--- src/rtl/frame_prologue_seq.sv ---
module frame_prologue_seq #(
  parameter int DATA_W = 32,
  parameter int MASK_W = 12,
  parameter int IMM_W  = 5,
  parameter int RIDX_W = 5,
  parameter logic [MASK_W*RIDX_W-1:0] REG_MAP = {
    5'd31, 5'd30, 5'd29, 5'd28, 5'd27, 5'd26,
    5'd25, 5'd24, 5'd23, 5'd22, 5'd21, 5'd20}
) (
  input  logic              clk,
  input  logic              rst_n,
  input  logic              cmd_valid,
  output logic              cmd_ready,
  input  logic [MASK_W-1:0] cmd_mask,
  input  logic [IMM_W-1:0]  cmd_imm5,
  input  logic              cmd_ext,
  input  logic [1:0]        cmd_ep_sel,
  input  logic [DATA_W-1:0] cmd_imm,
  input  logic [DATA_W-1:0] sp_in,
  output logic [RIDX_W-1:0] rf_addr,
  input  logic [DATA_W-1:0] rf_data,
  output logic              mem_we,
  output logic [DATA_W-1:0] mem_addr,
  output logic [DATA_W-1:0] mem_wdata,
  output logic              done,
  output logic [DATA_W-1:0] sp_out,
  output logic              ep_we,
  output logic [DATA_W-1:0] ep_out
);
  localparam int IDX_W = (MASK_W > 1) ? $clog2(MASK_W) : 1;
  localparam int HALF  = DATA_W / 2;

  typedef enum logic [1:0] {S_IDLE, S_PUSH, S_ALLOC, S_EPLD} state_t;

  state_t              state;
  logic [MASK_W-1:0]   mask_r;
  logic [IMM_W-1:0]    imm5_r;
  logic                ext_r;
  logic [1:0]          sel_r;
  logic [DATA_W-1:0]   imm_r;
  logic [DATA_W-1:0]   sp_r;
  logic [DATA_W-1:0]   ep_r;
  logic [IDX_W-1:0]    top_idx;
  logic [MASK_W-1:0]   mask_left;
  logic [DATA_W-1:0]   frame_sz;
  logic [DATA_W-1:0]   ep_next;
  logic                accept;

  always_comb begin
    top_idx = '0;
    for (int i = 0; i < MASK_W; i++)
      if (mask_r[i]) top_idx = IDX_W'(i);
  end

  always_comb begin
    mask_left = mask_r;
    mask_left[top_idx] = 1'b0;
  end

  always_comb begin
    unique case (sel_r)
      2'b00:   ep_next = sp_r;
      2'b01:   ep_next = {{(DATA_W-HALF){imm_r[HALF-1]}}, imm_r[HALF-1:0]};
      2'b10:   ep_next = {imm_r[HALF-1:0], {(DATA_W-HALF){1'b0}}};
      default: ep_next = imm_r;
    endcase
  end

  assign frame_sz  = {{(DATA_W-IMM_W){1'b0}}, imm5_r};
  assign accept    = cmd_valid && cmd_ready;
  assign cmd_ready = (state == S_IDLE);
  assign rf_addr   = REG_MAP[top_idx*RIDX_W +: RIDX_W];
  assign mem_we    = (state == S_PUSH);
  assign mem_addr  = sp_r - DATA_W'(4);
  assign mem_wdata = rf_data;
  assign done      = (state == S_EPLD) || (state == S_ALLOC && !ext_r);
  assign ep_we     = (state == S_EPLD);
  assign sp_out    = (state == S_ALLOC) ? sp_r - frame_sz : sp_r;
  assign ep_out    = (state == S_EPLD) ? ep_next : ep_r;

  always_ff @(posedge clk) begin
    if (!rst_n) begin
      state  <= S_IDLE;
      mask_r <= '0;
      imm5_r <= '0;
      ext_r  <= 1'b0;
      sel_r  <= 2'b00;
      imm_r  <= '0;
      sp_r   <= '0;
      ep_r   <= '0;
    end else begin
      unique case (state)
        S_IDLE: if (accept) begin
          mask_r <= cmd_mask;
          imm5_r <= cmd_imm5;
          ext_r  <= cmd_ext;
          sel_r  <= cmd_ep_sel;
          imm_r  <= cmd_imm;
          sp_r   <= sp_in;
          state  <= (cmd_mask != '0) ? S_PUSH : S_ALLOC;
        end
        S_PUSH: begin
          sp_r   <= sp_r - DATA_W'(4);
          mask_r <= mask_left;
          if (mask_left == '0) state <= S_ALLOC;
        end
        S_ALLOC: begin
          sp_r  <= sp_r - frame_sz;
          state <= ext_r ? S_EPLD : S_IDLE;
        end
        default: begin
          ep_r  <= ep_next;
          state <= S_IDLE;
        end
      endcase
    end
  end
endmodule

--- config.mk ---
export PLATFORM = sky130hd
export DESIGN_NAME = frame_prologue_seq
export DESIGN_NICKNAME = d
export VERILOG_FILES = /design/src/rtl/frame_prologue_seq.sv
export SDC_FILE = /design/constraint.sdc
export NUM_CORES = 1
export LEC_CHECK = 0
export BUFFER_PORTS_ARGS = -buffer_cell sky130_fd_sc_hd__buf_2
export CAP_MARGIN = 40
export CORE_MARGIN = 2
export CORE_UTILIZATION = 45
export CTS_CLUSTER_SIZE = 30
export DETAILED_ROUTE_END_ITERATION = 6
export HOLD_SLACK_MARGIN = 0.12
export PLACE_DENSITY = 0.74
export SLEW_MARGIN = 0
export SYNTH_ARGS = -nofsm -noshare
export SYNTH_HDL_FRONTEND = slang
export SYNTH_SLANG_ARGS = --single-unit
--- constraint.sdc ---
create_clock -name clk -period 2.6 [get_ports clk]
set_input_delay 0.52 -clock clk [delete_from_list [all_inputs] [get_ports clk]]
set_output_delay 0.52 -clock clk [all_outputs]
set_load 0.02 [all_outputs]
## Word level (Yosys, flattened, before mapping)

Index checks and enable logic that the tools add are counted.

| cells by class | value |
|---|---|
| reduce and logical (&&, ||, !) cells | 16 |
| muxes and demuxes | 25 |
| add/sub/neg operators | 2 |
| $lt $le $gt $ge | 2 |
| bitwise operators | 2 |
| multipliers | 1 |
| equality and inequality tests | 7 |
| shift operators | 1 |

Operators by type and width:

| kind | count |
|---|---|
| one-hot mux 32 bit (3 select lines) | 2 |
| 2-to-1 mux 32 bit | 3 |
| variable part select 60 x 8 -> 5 bit (first input constant) | 1 |
| 2-to-1 mux 4 bit | 10 |
| subtractor 32 x 3 -> 32 bit (second input constant) | 1 |
| subtractor 32 x 5 -> 32 bit | 1 |
| one-hot mux 12 bit (2 select lines) | 1 |
| AND 12 bit | 1 |
| logical NOT 12 bit | 1 |
| 2-to-1 mux 12 bit | 1 |
| inverter 12 bit | 1 |
| nonzero test 12 bit | 1 |
| 2-to-1 mux 2 bit | 4 |
| AND reduction 2 bit | 4 |
| multiplier 4 x 3 -> 7 bit (second input constant) | 1 |
| == test 2 bit (second input constant) | 3 |
| one-hot mux 2 bit (3 select lines) | 1 |
| less-than comparator 4 x 5 -> 1 bit (second input constant) | 1 |
| demux 1 bit (select 4 bit) | 1 |
| == test 2 x 1 -> 1 bit (second input constant) | 2 |
| greater-or-equal comparator 4 x 1 -> 1 bit (second input constant) | 1 |
| logical NOT 2 bit | 2 |
| != test 2 x 1 -> 1 bit (second input constant) | 2 |
| logical AND 1 bit | 3 |
| 6 further kinds | 7 |

| word-level totals | value |
|---|---|
| output and inout bits | 137 |
| register bits after elaboration | 118 |
| word-level logic and storage cells | 64 |
| bits of input ports | 119 |

## Longest topological paths before layout

Gate-level depths: netlist (run 1).

| logic depth | value |
|---|---|
| depth after elaboration | 20 |
| gate-level depth with buffers | 14 |
| depth with buffers taken out | 13 |

## Least setup slack after synthesis (run 1)

Ideal clock, no wire load.

| timing | value |
|---|---|
| path type | reg2out |
| start | reg sp_r[1] |
| end | out sp_out[17] |
| stages on the path, launching flop included | 11 |
| arrival | 2.444 ns |
| path buffers | 1 |
| path slack | -0.364 ns |
| path through | dfxtp_1 > ha_1 > nor2b_1 > o21ai_0 > a21boi_0 > o21ai_1 > clkbuf_1 > nand2_1 > nor2_1 > nand2_1 > xnor2_1 |

| between the ends | value |
|---|---|
| cells in the longest elaborated chain, start to end | 2 |

Ends and longest elaborated chain:

| element | line | source |
|---|---|---|
| start, declared | 41 | `logic [DATA_W-1:0] sp_r;` |
| start signal, assigned | 99 | `sp_r <= sp_in;` |
| start signal, assigned | 103 | `sp_r <= sp_r - DATA_W'(4);` |
| start signal, assigned | 108 | `sp_r <= sp_r - frame_sz;` |
| subtractor 32 x 5 -> 32 bit | 78 | `assign sp_out = (state == S_ALLOC) ? sp_r - frame_sz : sp_r;` |
| 2-to-1 mux 32 bit | 78 |  |
| end, declared | 26 | `output logic [DATA_W-1:0] sp_out,` |

No other way between the ends.

## Final worst setup path (run 1)

| timing | value |
|---|---|
| start | reg sp_r[0] |
| end | out sp_out[30] |

Same word-level chain as after synthesis.

==> results_dict.tcl, run 1 <==
set metrics [dict create \
    overflow 0 \
    numCtsBuffers 17 \
    syn_avg_cell_area_um2 7.71 \
    clk_latency_ns 0.43 \
    status "complete, but fails checks" \
    slew_viol_final 0 \
    yosysMostFrequentCell "nand2_1" \
    wl_per_cell_um 19.7 \
    min_period_over_period 1.25 \
    viasPerCell 5.85 \
    irDropWorstVdd_mv 0.849 \
    firstDrtPassIters 5 \
    ff2ff_setup_slack_ns -0.27 \
    met1_usage 0.397 \
    path_clk_slew_ns 0.06 \
    maxCapViolCount 0 \
    dp_hpwl_um 20900 \
    synth-async-reset-ratio 0 \
    maxSlewHeadroom 0.488 \
    synthesis.area_um2 8200 \
    worst_hold_path.num_cells 3 \
    crit_slowest_cell "fa_2" \
    cts_max_level 4 \
    arrival_ns 2.72 \
    port-buffer-count 191 \
    clockRootBuffer "clkbuf_16" \
    crit_fanout 4 \
    finalClockSkew_ns 0.00936 \
    tightestPinTransition_ns 0.769 \
    area_growth_pct 46.5 \
    ys_top_cells_by_area "dfxtp_1 29%, nand2_1 6.7%, a21boi_0 4.9%" \
    synth_edf_count 0 \
    final_nets 1449 \
    dieArea_um2 19300 \
    p_per_area_nw_per_um2 1330 \
    mappedNetlistNets 1197 \
    synth_warnings 0 \
    hold_class "primary input to flip-flop" \
    grt_first_pass_wirelength_um 45500 \
    worstSetupPathType "flip-flop to output port" \
    cts.sinks 118 \
    synth.largest_area_cell "dfxtp_1" \
    worstReg2RegStart "sp_r[0]" \
    grt_pass1_vias 8437 \
    vias 9123 \
    synth_cell_types 75 \
    met3_usage 0.0684 \
    critical_path.cell_chain "inv_2 -> ha_4 -> inv_2 -> fa_2 -> a21o_1 -> a21oi_4 -> buf_6 -> buf_6 -> o211ai_4 -> nor2_4 -> nand3_2 -> xnor2_2 -> buf_4" \
    drt_iter0_markers 763 \
    critPathMaxStageDelay_ns 0.36 \
    ant_nets 0 \
    rows 49 \
    drc 0 \
    worstPathRequired_ns 2.08 \
    p_leak_nw 5.20 \
    setup_ws_ns -0.642 \
    hold_viol_final 0 \
    ys_seq_area_frac 0.288 \
    ios 256 \
    die_h_um 139 \
    core-area_um2 17900 \
    cts_buffer_depth 2 \
    violations "negative setup slack" \
    place.gp.congestion 0.993 \
    grt_most_used_layer "met2" \
    rsz0062_at_grt "true" \
    routed_wl_um 30800 \
    ys_top_cells_by_count "147 x nand2_1, 118 x dfxtp_1, 81 x clkbuf_1, 77 x nor2_1, 74 x a21oi_1" \
    synth_top_area_share 0.288 \
    crit_path_start "sp_r[0]" \
    antenna_found_initial 5 \
    netlist_instances 1063 \
    hold_slack_ns 0.336 \
    grt_max_degree 69 \
    fin_util 0.671 \
    initial_core_util 0.458 \
    rr_endpoint "sp_r[28]" \
    drive_above_1_share 0.455 \
    nFillCells 1450 \
    grtUsageMet2 0.466 \
    whs_endpoint "sel_r[0]" \
    dominantRegCellSynth "dfxtp_1" \
    hold_start "cmd_ep_sel[0]" \
    finalSetupViolCount 52 \
    die_w_um 139 \
    cts_tree "done" \
    grt.total_usage 0.296 \
    rr_worst_depth 16 \
    max_freq_mhz 308 \
    ys_seq_elements 118 \
    cp-end-kind "output port" \
    worstSetupStartpointType "flip-flop" \
    pre_cts_ws_ns -0.301 \
    min_period_ns 3.24 \
]
==> kinds of logic (layout without fill, tap and decap cells) <==
family / after synthesis / count (layout) / synth area share
mux: 33 / 33 / 0.0658
compound gates: 276 / 276 / 0.221
simple gates: 392 / 392 / 0.235
flops: 118 / 118 / 0.288
other cells: 0 / 3 / 0
buf+inv: 164 / 429 / 0.0954
xor+xnor: 64 / 64 / 0.0693
fa+ha+maj: 16 / 16 / 0.0250
==> where the power goes <==
group	internal (mW)	total, mW	switching, mW	leakage [nW]
combinational	4.85	11.0	6.17	3.96
clock	1.27	2.21	0.934	0.262
sequential	2.23	2.79	0.560	0.974
total	8.35	16.0	7.67	5.20
==> critical path, delay by kind of cell, from the launching register on <==
family | cells | cell delay (ns)
compound gates | 3 | 0.51
simple gates | 2 | 0.29
xor+xnor | 1 | 0.15
buf+inv | 5 | 0.52
flops | 1 | 0.33
fa+ha+maj | 2 | 0.49
==> worst max-delay path by stage <==
stage                       to  depth (start not counted)
floorplan           sp_out[18]                         11
global placement    sp_out[28]                         11
global route        sp_out[16]                         13
detailed placement  sp_out[28]                         11
CTS                 sp_out[10]                         12
finish              sp_out[30]                         13
==> through the flow <==
stage	instance area, um2	total power [mW]	instances	TNS [ns]
2_1_floorplan	8400	7.97	1063	-0.0648
3_3_place_gp	9950	11.1	1473	-2.25
3_5_place_dp	9950	11.2	1473	-3.48
4_1_cts	11200	14.6	1533	-15.37
5_1_grt	12000	16.8	1559	-21.40
6_report	12000	16.0	1560	-16.89
==> what timing repair did <==
action | 4_1_cts | 5_1_grt
cloned | 0 | 2
pin swaps | 39 | 57
hold endpoints to repair | 0 | 0
buffers inserted | 29 | 23
gates resized for setup | 144 | 129
endpoints found under the setup margin | 51 | 80
hold buffers | 0 | 0
==> final cells by class <==
class	count	area (um2)	area share
timing repair buffer	365	2640	0.219
clock buffer	19	453	0.0377
antenna	3	7.51	0.000625
inverter	32	125	0.0104
sequential	118	2400	0.200
multi-input combinational	781	6000	0.500
clock inverter	13	101	0.00844
tap	229	287	0.0239
==> state kept, by name, summed over array words and instances (netlist names) <==
name and flops:
ep_r 32, ext_r 1, imm5_r 5, imm_r 32, mask_r 12, sel_r 2, sp_r 32, state 2
==> routing by layer <==
layer / up-vias / part of all wire
met3: 98 / 0.098
li1: 4188 / -
met5: - / 0.00036
met1: 4278 / 0.41
met2: 557 / 0.46
met4: 2 / 0.036
==> cell usage in the layout (no fill, tap or decap), types with 13 or more instances in the layout <==
cell type  count
buf_4        179
buf_2        139
nand2_1      130
dfxtp_1      100
a21oi_1       73
a21boi_0      52
nor2_1        51
o21ai_0       40
buf_6         40
and2_1        36
inv_1         25
nor2_4        23
nor3_1        20
xnor2_2       19
clkbuf_16     19
nand3_1       18
mux2_2        17
o211ai_1      17
mux4_2        15
xor2_1        15
xor2_2        13
dfxtp_2       13
Power figures use the tool's default switching activity.
==> run 2: changes to the inputs <==
--- a/constraint.sdc
+++ b/constraint.sdc
@@ -3,2 +3,2 @@
 set_output_delay 0.52 -clock clk [all_outputs]
-set_load 0.02 [all_outputs]
+set_load 0.1 [all_outputs]
==> results_dict.tcl, run 2 (synthesized netlist as in run 1, its figures left out) <==
set metrics [dict create \
    finalSetupViolCount 51 \
    core-area_um2 17900 \
    worstSetupPathType "flip-flop to output port" \
    final_nets 1495 \
    place.gp.congestion 1.03 \
    ios 256 \
    dp_hpwl_um 24000 \
    grt_pass1_vias 9567 \
    grt_max_degree 52 \
    path_clk_slew_ns 0.06 \
    cpMostUsedCell "inv_2" \
    cts_tree "done" \
    finalClockSkew_ns 0.00745 \
    worst_hold_path.num_cells 3 \
    grt_first_pass_wirelength_um 53200 \
    maxCapViolCount 0 \
    min_period_ns 3.32 \
    drive_above_1_share 0.517 \
    min_period_over_period 1.28 \
    firstDrtPassIters 7 \
    grt.total_usage 0.350 \
    setup_ws_ns -0.718 \
    max_freq_mhz 301 \
    wl_per_cell_um 22.6 \
    final_common_cell "buf_4" \
    cp-end-kind "output port" \
    nFillCells 994 \
    area_growth_pct 78.8 \
    critical_path.cell_chain "inv_2 -> ha_4 -> inv_2 -> fa_2 -> a21o_1 -> a21oi_4 -> buf_6 -> o211ai_1 -> nor3_2 -> buf_4 -> xor2_4 -> buf_12" \
    hold_class "primary input to flip-flop" \
    cts.sinks 118 \
    die_w_um 139 \
    crit_slowest_cell "fa_2" \
    overflow 0 \
    crit_fanout 4 \
    ctsHoldBuffers 0 \
    clk_latency_ns 0.43 \
    dieArea_um2 19300 \
    die_h_um 139 \
    fin_util 0.818 \
    tightestPinTransition_ns 0.880 \
    status "complete, but fails checks" \
    path_delay_family "compound AO/OA/AOI/OAI gates" \
    port-buffer-count 191 \
    numCtsBuffers 17 \
    setup_tns_ns -18.36 \
    hold_slack_ns 0.327 \
    rr_worst_depth 12 \
    initial_core_util 0.458 \
    drc 1 \
    rsz0062_at_grt "true" \
    mostFrequentLayoutCells "186 x buf_4, 125 x nand2_1, 98 x dfxtp_1, 94 x buf_2, 87 x buf_12" \
    critPathMaxStageDelay_ns 0.37 \
    violations "design-rule violations, negative setup slack" \
    vias 9873 \
    rr_endpoint "sp_r[12]" \
    drt_iter0_markers 1163 \
    worstReg2RegStart "sp_r[0]" \
    rows 49 \
    arrival_ns 2.80 \
    whs_endpoint "sel_r[0]" \
    ff2ff_setup_slack_ns -0.15 \
    worst-path-buf-inv 5 \
    cts_buffer_depth 2 \
    maxSlewHeadroom 0.413 \
    clockRootBuffer "clkbuf_16" \
    hold_viol_final 0 \
    worstSetupStartpointType "flip-flop" \
    antenna_found_initial 3 \
    viasPerCell 6.14 \
    routed_wl_um 36300 \
    cts_max_level 4 \
    worstPathRequired_ns 2.08 \
    slew_viol_final 0 \
    hold_start "cmd_ep_sel[0]" \
    reg.largest.list "ep_r: 32 flops, imm_r: 32 flops, sp_r: 32 flops" \
    ant_nets 0 \
]
[run 2: cell types whose count changed in the layout (fill, tap and decap cells not counted), moves of 10 or more]
cell,before,now
buf_12,4,87
buf_2,139,94
xnor2_4,2,24
xor2_4,3,24
a21oi_1,73,55
a21oi_4,1,19
xnor2_2,19,3
xor2_2,13,2
xor2_1,15,5
[run 2: how the worst max path moves through the flow]
stage / from / endpoint / slack, ns / depth (start not counted)
floorplan: sp_r[2] / mem_addr[28] / -0.68 / 9
global placement: imm5_r[0] / sp_out[26] / -0.27 / 10
detailed placement: imm5_r[0] / sp_out[26] / -0.33 / 10
CTS: sp_r[0] / sp_out[10] / -0.69 / 12
global route: sp_r[0] / sp_out[10] / -0.80 / 12
finish: sp_r[0] / sp_out[10] / -0.72 / 12
[run 2: layout make-up]
cell class | count | area (um2) | share of cell area
Antenna cell | 4 | 10.0 | 0.000683
Timing Repair Buffer | 411 | 4180 | 0.285
Clock inverter | 15 | 135 | 0.00922
Sequential cell | 118 | 2410 | 0.164
Clock buffer | 17 | 425 | 0.0290
Tap cell | 229 | 287 | 0.0196
Multi-Input combinational cell | 781 | 7080 | 0.483
Inverter | 32 | 130 | 0.00888
[run 2: worst min-delay path: cells and delay by family]
kind	cells	cell delay, ns
AO/OA/AOI/OAI	1	0.06
AND/OR/NAND/NOR	1	0.04
buffers and inverters	1	0.09
[run 2: metrics by stage]
stage                     std cells  instance area [um2]  setup slack [ns]
final                          1607                14700            -0.718
after CTS                      1589                14200            -0.693
after detailed placement       1506                12700            -0.335
after global placement         1506                12700            -0.274
after floorplan                1063                 9740            -0.685
after global routing           1606                14600            -0.803
[run 2: timing repair]
item / in CTS / in global routing
gates cloned: 2 / 1
resized for setup: 132 / 75
pin swaps: 66 / 39
endpoints found under the setup margin: 83 / 81
buffers inserted: 52 / 20
[run 2: routing by layer]
layer  track usage  wire [um]  share of wire
met4         0.188       2100          0.058
met1         0.450      13900           0.38
met3        0.0660       3420          0.094
met2         0.558      16900           0.47
met5             0          0              0
Power of run 2 is left out: the tool's default activity adds up to more than one toggle a clock period on the data nets, which glitch-free logic cannot reach.
==> run 3: changes to the inputs <==
Settings changed: CORE_UTILIZATION 45 to 47, PLACE_DENSITY 0.74 to 0.77.
==> results_dict.tcl, run 3 (synthesized netlist as in run 1, its figures left out) <==
set metrics [dict create \
    rr_endpoint "sp_r[24]" \
    rr_worst_depth 17 \
    ff2ff_setup_slack_ns -0.28 \
    maxCapViolCount 0 \
    routed_wl_um 40200 \
    dp_hpwl_um 22900 \
    cp-end-kind "output port" \
    place.gp.congestion 0.972 \
    placed_area_um2 12500 \
    rsz0062_at_grt "true" \
    clk_latency_ns 0.43 \
    ant_nets 0 \
    nFillCells 814 \
    worstSetupPathType "flip-flop to output port" \
    ctsHoldBuffers 0 \
    ios 256 \
    crit_path_end "sp_out[24]" \
    worstPathRequired_ns 2.08 \
    wl_per_cell_um 25.4 \
    violations "design-rule violations, negative setup slack" \
    final_nets 1473 \
    grt.total_usage 0.369 \
    firstDrtPassIters 7 \
    grt_pass1_vias 9635 \
    rows 48 \
    numCtsBuffers 17 \
    die_w_um 136 \
    worstSetupStartpointType "flip-flop" \
    initial_core_util 0.477 \
    min_period_ns 3.52 \
    hold_class "primary input to flip-flop" \
    viasPerCell 6.57 \
    maxSlewHeadroom 0.421 \
    die_h_um 136 \
    tightestPinTransition_ns 0.869 \
    final_area_um2 14700 \
    cts_tree "done" \
    antenna_found_initial 5 \
    status "complete, but fails checks" \
    final_common_cell "buf_4" \
    dieArea_um2 18500 \
    max_freq_mhz 284 \
    crit_fanout 3 \
    reg.largest.list "ep_r: 32 flops, imm_r: 32 flops, sp_r: 32 flops" \
    drive_above_1_share 0.518 \
    mostFrequentLayoutCells "153 x buf_4, 124 x nand2_1, 104 x dfxtp_1, 96 x buf_2, 88 x buf_12" \
    drt_iter0_markers 1823 \
    overflow 0 \
    drc 34 \
    arrival_ns 3.00 \
    hold_viol_final 0 \
    cts_buffer_depth 2 \
    seq_area_um2 2390 \
    cts.sinks 118 \
    worstReg2RegStart "sp_r[0]" \
    grt_max_degree 108 \
    port-buffer-count 191 \
    clockRootBuffer "clkbuf_16" \
    cts_max_level 4 \
    grt_first_pass_wirelength_um 52600 \
    min_period_over_period 1.35 \
    crit_path_start "sp_r[0]" \
    finalClockSkew_ns 0.00751 \
    area_growth_pct 79.0 \
    vias 10394 \
    finalSetupViolCount 72 \
    slew_viol_final 0 \
    setup_ws_ns -0.919 \
    core-area_um2 17200 \
    multi_input_area_um2 7220 \
    path_clk_slew_ns 0.06 \
]
## run 3: cell count changes in the layout (fill, tap and decap cells not counted), sizes merged
cell | before | now
clkbuf | 20 | 25
buf | 407 | 384
bufinv | 0 | 3
clkinvlp | 5 | 4
inv | 37 | 31
## run 3: timing repair
action	CTS	global route
buffers inserted	38	29
pin swaps	58	59
cloned	2	1
endpoints found under the setup margin	83	85
hold endpoints to repair	0	0
resized for setup	128	120
## run 3: how the worst min path moves through the flow
stage | start | endpoint | slack (ns) | depth (start not counted)
4_1_cts | cmd_imm[2] | imm_r[2] | 0.33 | 3
3_3_place_gp | imm_r[25] | imm_r[25] | 0.45 | 2
3_5_place_dp | imm5_r[4] | imm5_r[4] | 0.46 | 2
5_1_grt | cmd_imm[25] | imm_r[25] | 0.35 | 3
6_report | cmd_imm[2] | imm_r[2] | 0.34 | 3
2_1_floorplan | imm_r[31] | imm_r[31] | 0.44 | 2
## run 3: layout make-up
type,count,share of cell area
sequential,118,0.163
antenna,4,0.000682
clock buffer,21,0.0300
clock inverter,11,0.0102
inverter,32,0.00887
multi-input combinational,781,0.492
timing repair buffer,389,0.276
tap,225,0.0192
## run 3: worst max-delay path: stages (launching register included)
cell	delay, ns
dfxtp_2	0.33
inv_2	0.07
ha_4	0.13
inv_2	0.04
fa_2	0.40
a21o_1	0.24
a21oi_4	0.20
buf_6	0.12
buf_6	0.08
o211ai_1	0.18
buf_4	0.22
nor2_4	0.17
xor2_4	0.19
buf_12	0.19
## run 3: layer usage
layer / wire, um / global-route usage
met5: 0 / 0
met4: 3280 / 0.194
met3: 4970 / 0.0940
met2: 18300 / 0.599
met1: 13600 / 0.450
## run 3: metrics by stage
stage / setup WS [ns] / utilization / cells / hold slack, ns / TNS, ns
2_1_floorplan: -0.685 / - / 1063 / 0.440 / -16.50
3_5_place_dp: -0.336 / 0.728 / 1481 / 0.458 / -4.19
6_report: -0.919 / 0.854 / 1581 / 0.343 / -26.07
5_1_grt: -0.979 / 0.854 / 1580 / 0.349 / -30.91
4_1_cts: -0.737 / 0.811 / 1551 / 0.328 / -17.94
3_3_place_gp: -0.282 / 0.728 / 1481 / 0.448 / -2.93
Power of run 3 is left out for the same reason.
